--- config.mk ---
export PLATFORM = sky130hd
export DESIGN_NAME = scsi_par_atn
export DESIGN_NICKNAME = d
export VERILOG_FILES = /design/src/rtl/scsi_par_pkg.sv /design/src/rtl/scsi_par_chk.sv /design/src/rtl/scsi_err_flag.sv /design/src/rtl/scsi_atn_ctl.sv /design/src/rtl/scsi_par_atn.sv
export SDC_FILE = /design/constraint.sdc
export NUM_CORES = 1
export LEC_CHECK = 0
export BUFFER_PORTS_ARGS = -buffer_cell sky130_fd_sc_hd__buf_4
export CAP_MARGIN = 10
export CORE_AREA = 2 2 39 41
export CTS_CLUSTER_DIAMETER = 150
export CTS_CLUSTER_SIZE = 12
export DETAILED_ROUTE_END_ITERATION = 7
export DIE_AREA = 0 0 41 43
export GPL_TIMING_DRIVEN = 0
export HOLD_SLACK_MARGIN = 0.15
export MAX_ROUTING_LAYER = met4
export PLACE_DENSITY_LB_ADDON = 0.05
export SYNTH_ARGS = -nofsm -noshare
export SYNTH_HDL_FRONTEND = slang
export SYNTH_SLANG_ARGS = --single-unit
export TNS_END_PERCENT = 1
--- constraint.sdc ---
create_clock -name clk -period 0.8 [get_ports clk]
set_input_delay 0.16 -clock clk [delete_from_list [all_inputs] [get_ports clk]]
set_output_delay 0.16 -clock clk [all_outputs]
set_load 0.005 [all_outputs]
--- src/rtl/scsi_par_pkg.sv ---
package scsi_par_pkg;

  localparam int BUS_W   = 8;
  localparam int MAX_W   = 32;

  typedef enum logic {
    ROLE_INIT = 1'b0,
    ROLE_TGT  = 1'b1
  } role_e;

  // True when the supplied bits (data plus parity, zero padded) carry odd ones.
  function automatic logic odd_ones(input logic [MAX_W:0] bits);
    logic acc;
    acc = 1'b0;
    for (int i = 0; i <= MAX_W; i++) acc = acc ^ bits[i];
    return acc;
  endfunction

endpackage

--- src/rtl/scsi_par_chk.sv ---
module scsi_par_chk
  import scsi_par_pkg::*;
#(
  parameter int DW = BUS_W
) (
  input  logic          clk,
  input  logic          rst_n,
  input  logic [DW-1:0] data_i,
  input  logic          par_i,
  input  logic          stb_i,
  input  logic          chk_en_i,
  output logic          err_evt_o,
  output logic          verdict_vld_o
);

  localparam int PAD = MAX_W + 1 - (DW + 1);

  logic          bad_byte;
  logic [MAX_W:0] padded;

  assign padded    = {{PAD{1'b0}}, par_i, data_i};
  assign bad_byte  = ~odd_ones(padded);
  assign err_evt_o = stb_i & chk_en_i & bad_byte;

  always_ff @(posedge clk or negedge rst_n) begin
    if (!rst_n) verdict_vld_o <= 1'b0;
    else        verdict_vld_o <= stb_i;
  end

  a_r2_no_report_when_off: assert property (@(posedge clk) disable iff (!rst_n)
    err_evt_o |-> chk_en_i);

  a_r1_only_on_strobe: assert property (@(posedge clk) disable iff (!rst_n)
    err_evt_o |-> stb_i);

endmodule

--- src/rtl/scsi_err_flag.sv ---
module scsi_err_flag (
  input  logic clk,
  input  logic rst_n,
  input  logic err_evt_i,
  input  logic clr_i,
  input  logic irq_en_i,
  output logic flag_o,
  output logic irq_o
);

  always_ff @(posedge clk or negedge rst_n) begin
    if (!rst_n)         flag_o <= 1'b0;
    else if (err_evt_i) flag_o <= 1'b1;
    else if (clr_i)     flag_o <= 1'b0;
  end

  assign irq_o = flag_o & irq_en_i;

  a_r1_flag_follows_err: assert property (@(posedge clk) disable iff (!rst_n)
    err_evt_i |=> flag_o);

  a_r3_sticky: assert property (@(posedge clk) disable iff (!rst_n)
    (flag_o && !clr_i) |=> flag_o);

  a_r3_clear: assert property (@(posedge clk) disable iff (!rst_n)
    (clr_i && !err_evt_i) |=> !flag_o);

endmodule

--- src/rtl/scsi_atn_ctl.sv ---
module scsi_atn_ctl
  import scsi_par_pkg::*;
(
  input  logic clk,
  input  logic rst_n,
  input  logic err_evt_i,
  input  logic auto_en_i,
  input  role_e role_i,
  input  logic phase_chg_i,
  input  logic clr_i,
  input  logic sel_atn_en_i,
  input  logic sel_active_i,
  input  logic sel_timeout_i,
  output logic atn_par_o,
  output logic atn_sel_o,
  output logic atn_o
);

  logic arm;

  assign arm = err_evt_i & auto_en_i & (role_i == ROLE_INIT);

  always_ff @(posedge clk or negedge rst_n) begin
    if (!rst_n)                    atn_par_o <= 1'b0;
    else if (arm)                  atn_par_o <= 1'b1;
    else if (phase_chg_i || clr_i) atn_par_o <= 1'b0;
  end

  assign atn_sel_o = sel_atn_en_i & sel_active_i & ~sel_timeout_i;
  assign atn_o     = atn_par_o | atn_sel_o;

  a_r5_rise_needs_enable: assert property (@(posedge clk) disable iff (!rst_n)
    $rose(atn_par_o) |-> $past(auto_en_i && err_evt_i));

  a_r6_rise_needs_initiator: assert property (@(posedge clk) disable iff (!rst_n)
    $rose(atn_par_o) |-> $past(role_i == ROLE_INIT));

  a_r7_hold: assert property (@(posedge clk) disable iff (!rst_n)
    (atn_par_o && !phase_chg_i && !clr_i) |=> atn_par_o);

  a_r9_timeout_drops: assert property (@(posedge clk) disable iff (!rst_n)
    sel_timeout_i |-> !atn_sel_o);

endmodule

--- src/rtl/scsi_par_atn.sv ---
module scsi_par_atn
  import scsi_par_pkg::*;
#(
  parameter int DW = BUS_W
) (
  input  logic          clk,
  input  logic          rst_n,
  input  logic [DW-1:0] bus_data,
  input  logic          bus_par,
  input  logic          byte_stb,
  input  logic          chk_en,
  input  logic          auto_atn_en,
  input  logic          irq_en,
  input  logic          tgt_role,
  input  logic          sel_atn_en,
  input  logic          sel_active,
  input  logic          sel_timeout,
  input  logic          phase_chg,
  input  logic          flag_clr,
  output logic          atn,
  output logic          par_err_flag,
  output logic          irq,
  output logic          ack_rel_ok
);

  logic  err_evt;
  logic  atn_par;
  logic  atn_sel;
  role_e role;

  assign role = role_e'(tgt_role);

  scsi_par_chk #(.DW(DW)) u_chk (
    .clk           (clk),
    .rst_n         (rst_n),
    .data_i        (bus_data),
    .par_i         (bus_par),
    .stb_i         (byte_stb),
    .chk_en_i      (chk_en),
    .err_evt_o     (err_evt),
    .verdict_vld_o (ack_rel_ok)
  );

  scsi_err_flag u_flag (
    .clk       (clk),
    .rst_n     (rst_n),
    .err_evt_i (err_evt),
    .clr_i     (flag_clr),
    .irq_en_i  (irq_en),
    .flag_o    (par_err_flag),
    .irq_o     (irq)
  );

  scsi_atn_ctl u_atn (
    .clk           (clk),
    .rst_n         (rst_n),
    .err_evt_i     (err_evt),
    .auto_en_i     (auto_atn_en),
    .role_i        (role),
    .phase_chg_i   (phase_chg),
    .clr_i         (flag_clr),
    .sel_atn_en_i  (sel_atn_en),
    .sel_active_i  (sel_active),
    .sel_timeout_i (sel_timeout),
    .atn_par_o     (atn_par),
    .atn_sel_o     (atn_sel),
    .atn_o         (atn)
  );

  a_r4_irq_needs_flag: assert property (@(posedge clk) disable iff (!rst_n)
    irq |-> par_err_flag);

  a_r8_atn_before_release: assert property (@(posedge clk) disable iff (!rst_n)
    (ack_rel_ok && $past(err_evt && auto_atn_en && !tgt_role)) |-> atn);

  a_r8_flag_before_release: assert property (@(posedge clk) disable iff (!rst_n)
    (ack_rel_ok && $past(err_evt)) |-> par_err_flag);

endmodule

Yosys cells after proc, flatten, opt, wreduce, memory -nomap -nowiden:

Index checks and enable logic that the tools add are counted.

* input bits: 21
* register bits after elaboration: 3

* bitwise gates (word level): 19
* multiplexer cells: 4
* reduce and logical (&&, ||, !) cells: 3

Operator list (count)
* XOR 1 bit: 8
* AND 1 bit: 7
* 2-to-1 mux 1 bit: 4
* nonzero test 2 bit: 2
* inverter 1 bit: 3
* logical OR 1 bit: 1
* bitwise OR 1 bit: 1

Longest topological paths before layout:

* word-level depth: 13
* gate-level depth with buffers: 4
* gate-level depth less buffers: 4

Hierarchy:

Synthesis repeated with hierarchy kept, for this count alone.

* cell total of the unflattened synthesis: 21
* area, all modules: 221.5 um^2

Modules (own cells, without submodules)
* scsi_par_chk: area an instance 122.6 um^2, instances 1, cells an instance 10
* scsi_atn_ctl: area an instance 56.3 um^2, instances 1, cells an instance 7
* scsi_err_flag: area an instance 42.5 um^2, instances 1, cells an instance 4

Worst setup path after synthesis:

Ideal clock, no wire load.

* path kind: input port to flip-flop
* from: input port bus_data[7]
* to: register u_flag.flag_o
* slack: -293 ps
* data required time: 671 ps
* cell stages on the path: 4
* arrival time: 964 ps
* cell sequence: xnor2_1 -> xnor3_1 -> xnor2_1 -> o22ai_1

* cells in the longest elaborated chain, start to end: 5
* elaborated cells on any way between the ends: 6
* those cells by class: 1 x mux; 4 x bitwise; 1 x reduce/logical

Ends and longest elaborated chain
* start: declaration: RTL line scsi_par_atn.sv:8 `input logic [DW-1:0] bus_data,`
* XOR 1 bit * (2 in a row): RTL line scsi_par_pkg.sv:15 `for (int i = 0; i <= MAX_W; i++) acc = acc ^ bits[i];`
* inverter 1 bit *: RTL line scsi_par_chk.sv:22 `assign bad_byte = ~odd_ones(padded);`
* AND 1 bit *: RTL line scsi_par_chk.sv:23 `assign err_evt_o = stb_i & chk_en_i & bad_byte;`
* 2-to-1 mux 1 bit or nonzero test 2 bit (tied branches)
* end signal: assignment: RTL line scsi_err_flag.sv:12 `if (!rst_n) flag_o <= 1'b0;`
* end signal: assignment: RTL line scsi_err_flag.sv:13 `else if (err_evt_i) flag_o <= 1'b1;`
* end signal: assignment: RTL line scsi_err_flag.sv:14 `else if (clr_i) flag_o <= 1'b0;`
* end: declaration: RTL line scsi_err_flag.sv:7 `output logic flag_o,`

Every way passes the cells marked *; elsewhere a longest branch is shown, timed or not.
A chain may end at the register's enable or synchronous reset.

Final worst setup path:

* from: register u_flag.flag_o
* to: output port irq

* cells in the longest elaborated chain, start to end: 1

Ends and longest elaborated chain
* AND 1 bit: RTL line scsi_err_flag.sv:17 `assign irq_o = flag_o & irq_en_i;`
* end: declaration: RTL line scsi_par_atn.sv:22 `output logic irq,`

Every way passes these cells.

==> metrics <==
failing checks negative setup slack; Startpoint Class flop; die area 1760 um^2; largest net degree at the start of global routing 4; Worst-path clk slew 0.04 ns; Die H 43 um; Most used DFF post-synth dfrtp_1; top cells by area, synth dfrtp_1 36%, xnor2_1 17%, xnor3_1 11%, xnor2_2 7.7%, nand2_1 5.4%; Clock Path Buffers 2; CTS Buf Count 3; CP Max Fanout 3; fmax 960 MHz; clk root buf clkbuf_4; worst-margin pin slew 0.252 ns; worst setup slack after layout -0.242 ns; Cell Area, Synth 210 um^2; hold buffer count at CTS 2; HP Class in2reg; Post-DP HPWL 464 um; area leader, netlist dfrtp_1; number of nets in the layout 73; Num Clock Sinks 3; layout cells sized above 1 58.8%; Initial Util 15.2%; Routed WL 541 um; dpl cells 60; I/O Pins 25; Worst slew margin 83.1%; asr flop ratio synth 100%; core area 1380 um^2; Post-Synthesis Cells 20; Final Non-Filler Cells 67; H-tree depth 1; Arrival @ worst endpoint 0.88 ns; Post-synth top cells 4 x xnor2_1, 3 x dfrtp_1, 3 x nand2_1; Avg Vias per Cell 3.70; Filler Cell Count 163; DRT Pass-1 Iters 1; site row count 14; final setup vio count 6; Area Growth Syn to Fin 126%; Seq/Total Area, Yosys 35.7%; Critical Path RT 0.64 ns; post-synth cell types 13; critical path endpoint category output pin; Synth warnings 0; Final Hold Viols 0; #FFs+latches synth 3; # Max-Cap Violations 0; GRT overflow 0; number of global-route vias before repair 236; Worst IR Drop VDD 0.000922 V; area share of the largest cell type after synthesis 35.7%; Diodes inserted 0; All-Layer GR Usage 7.63%; DR vias 248; most frequent cell after synthesis xnor2_1; Clock Latency Late Sink 0.23 ns; Starting DRT DRC Count 0; CTS tree built; number of routed nets with antenna violations 0; GPL Wtd Cong 0.605; Pleak 0.245 nW; max-slew violation count 0; Port Buffers 24; status finished with violations; post-route clock period utilization 130%; power per cell area 1540 nW/um^2; Layout Skew 0 ns; initial antenna violation count 0; Die W 41 um; WL/cell 8.07 um; critical path type reg2out; number of synthesized flops with an enable pin 0; drt drc 0; post-synth net total 41; Synth Area per Inst 10.5 um^2; Final Critical Period 1.04 ns; Final Power 0.734 mW; first-pass GRT wire length 834 um; RSZ-0062 raised after global routing yes
## final cells by class
type                    instances  area (um^2)  share of cell area, %
multi-input cells              16          139                   29.2
clock buffers                   4         26.3                   5.53
flip-flops and latches          3         75.1                   15.8
inverters                       1         3.75                  0.789
repair buffers                 27          211                   44.5
well taps                      16         20.0                   4.21
## through the flow
stage	setup TNS (ns)	hold slack [ns]	worst slack (ns)	cell area (um^2)	utilization, %
after global routing	-1.31	0.143	-0.285	475	34.4
after CTS	-1.17	0.131	-0.259	468	33.8
after global placement	-0.972	-0.0510	-0.491	410	29.7
final	-1.08	0.135	-0.242	475	34.4
after floorplan	-0.533	-0.136	-0.276	210	-
after detailed placement	-1.03	-0.0479	-0.514	410	29.7
## worst paths after layout
| path | startpoint | end | slack (ns) | depth (start not counted) |
|---|---|---|---|---|
| worst max-delay path | u_flag.flag_o$_DFFE_PN0P_ | irq | -0.24 | 2 |
| worst min-delay path | flag_clr | u_flag.flag_o$_DFFE_PN0P_ | 0.14 | 2 |
| worst max register to register | u_flag.flag_o$_DFFE_PN0P_ | u_flag.flag_o$_DFFE_PN0P_ | 0.05 | 3 |
| worst min register to register | u_atn.atn_par_o$_DFFE_PN0P_ | u_atn.atn_par_o$_DFFE_PN0P_ | 0.48 | 2 |
| max in group asynchronous | rst_n | u_atn.atn_par_o$_DFFE_PN0P_ | 0.44 | 2 |
| min in group asynchronous | rst_n | u_flag.flag_o$_DFFE_PN0P_ | 0.27 | 2 |
## where the power goes
group          internal (mW)  switching, mW
sequential             0.170         0.0118
clock                  0.187         0.0770
combinational          0.200         0.0883
## cells in the final DEF, fill, tap and decap left out
cell type / n
clkbuf_1: 1
xor2_1: 1
xnor2_1: 3
nand2_1: 3
xnor2_2: 2
clkbuf_4: 3
buf_6: 1
o21ai_1: 1
dlygate4sd3_1: 2
nand4b_1: 1
xnor3_1: 1
buf_4: 24
inv_1: 1
o22ai_1: 1
o21bai_1: 1
dfrtp_1: 3
and2_1: 1
nor2_1: 1
## flip-flops by register name (all words and copies together), names as in the netlist
signal and flops:
u_atn.atn_par_o 1, u_flag.flag_o 1, u_chk.verdict_vld_o 1
## timing repair
action / in CTS / in global routing
buffers inserted: 0 / 1
resized for setup: 2 / 0
hold endpoints to repair: 5 / 1
endpoints found under the setup margin: 6 / 6
pin swaps: 1 / 0
## routing by layer
metal  wire, um  vias to the layer above  global-route usage (%)
met2        293                       13                    9.69
met3         56                        0                    1.57
met1        191                      108                    8.09
met5          0                        -                       -
met4          0                        0                    10.0
li1           -                      127                       -
## kinds of logic (layout without fill, tap and decap cells)
family,after synthesis,in the layout,synth area share (%)
buffers and inverters,1,32,1.78
and+or+nand+nor,6,6,14.3
xor gates and xnor gates,7,7,39.3
AOI/OAI and AO/OA,3,3,8.93
DFF,3,3,35.7
## worst max-delay path: stages (launching register included)
cell     delay (ns)
dfrtp_1        0.39
and2_1         0.14
buf_4          0.13
Note: power is estimated with default switching activity, not from simulation.
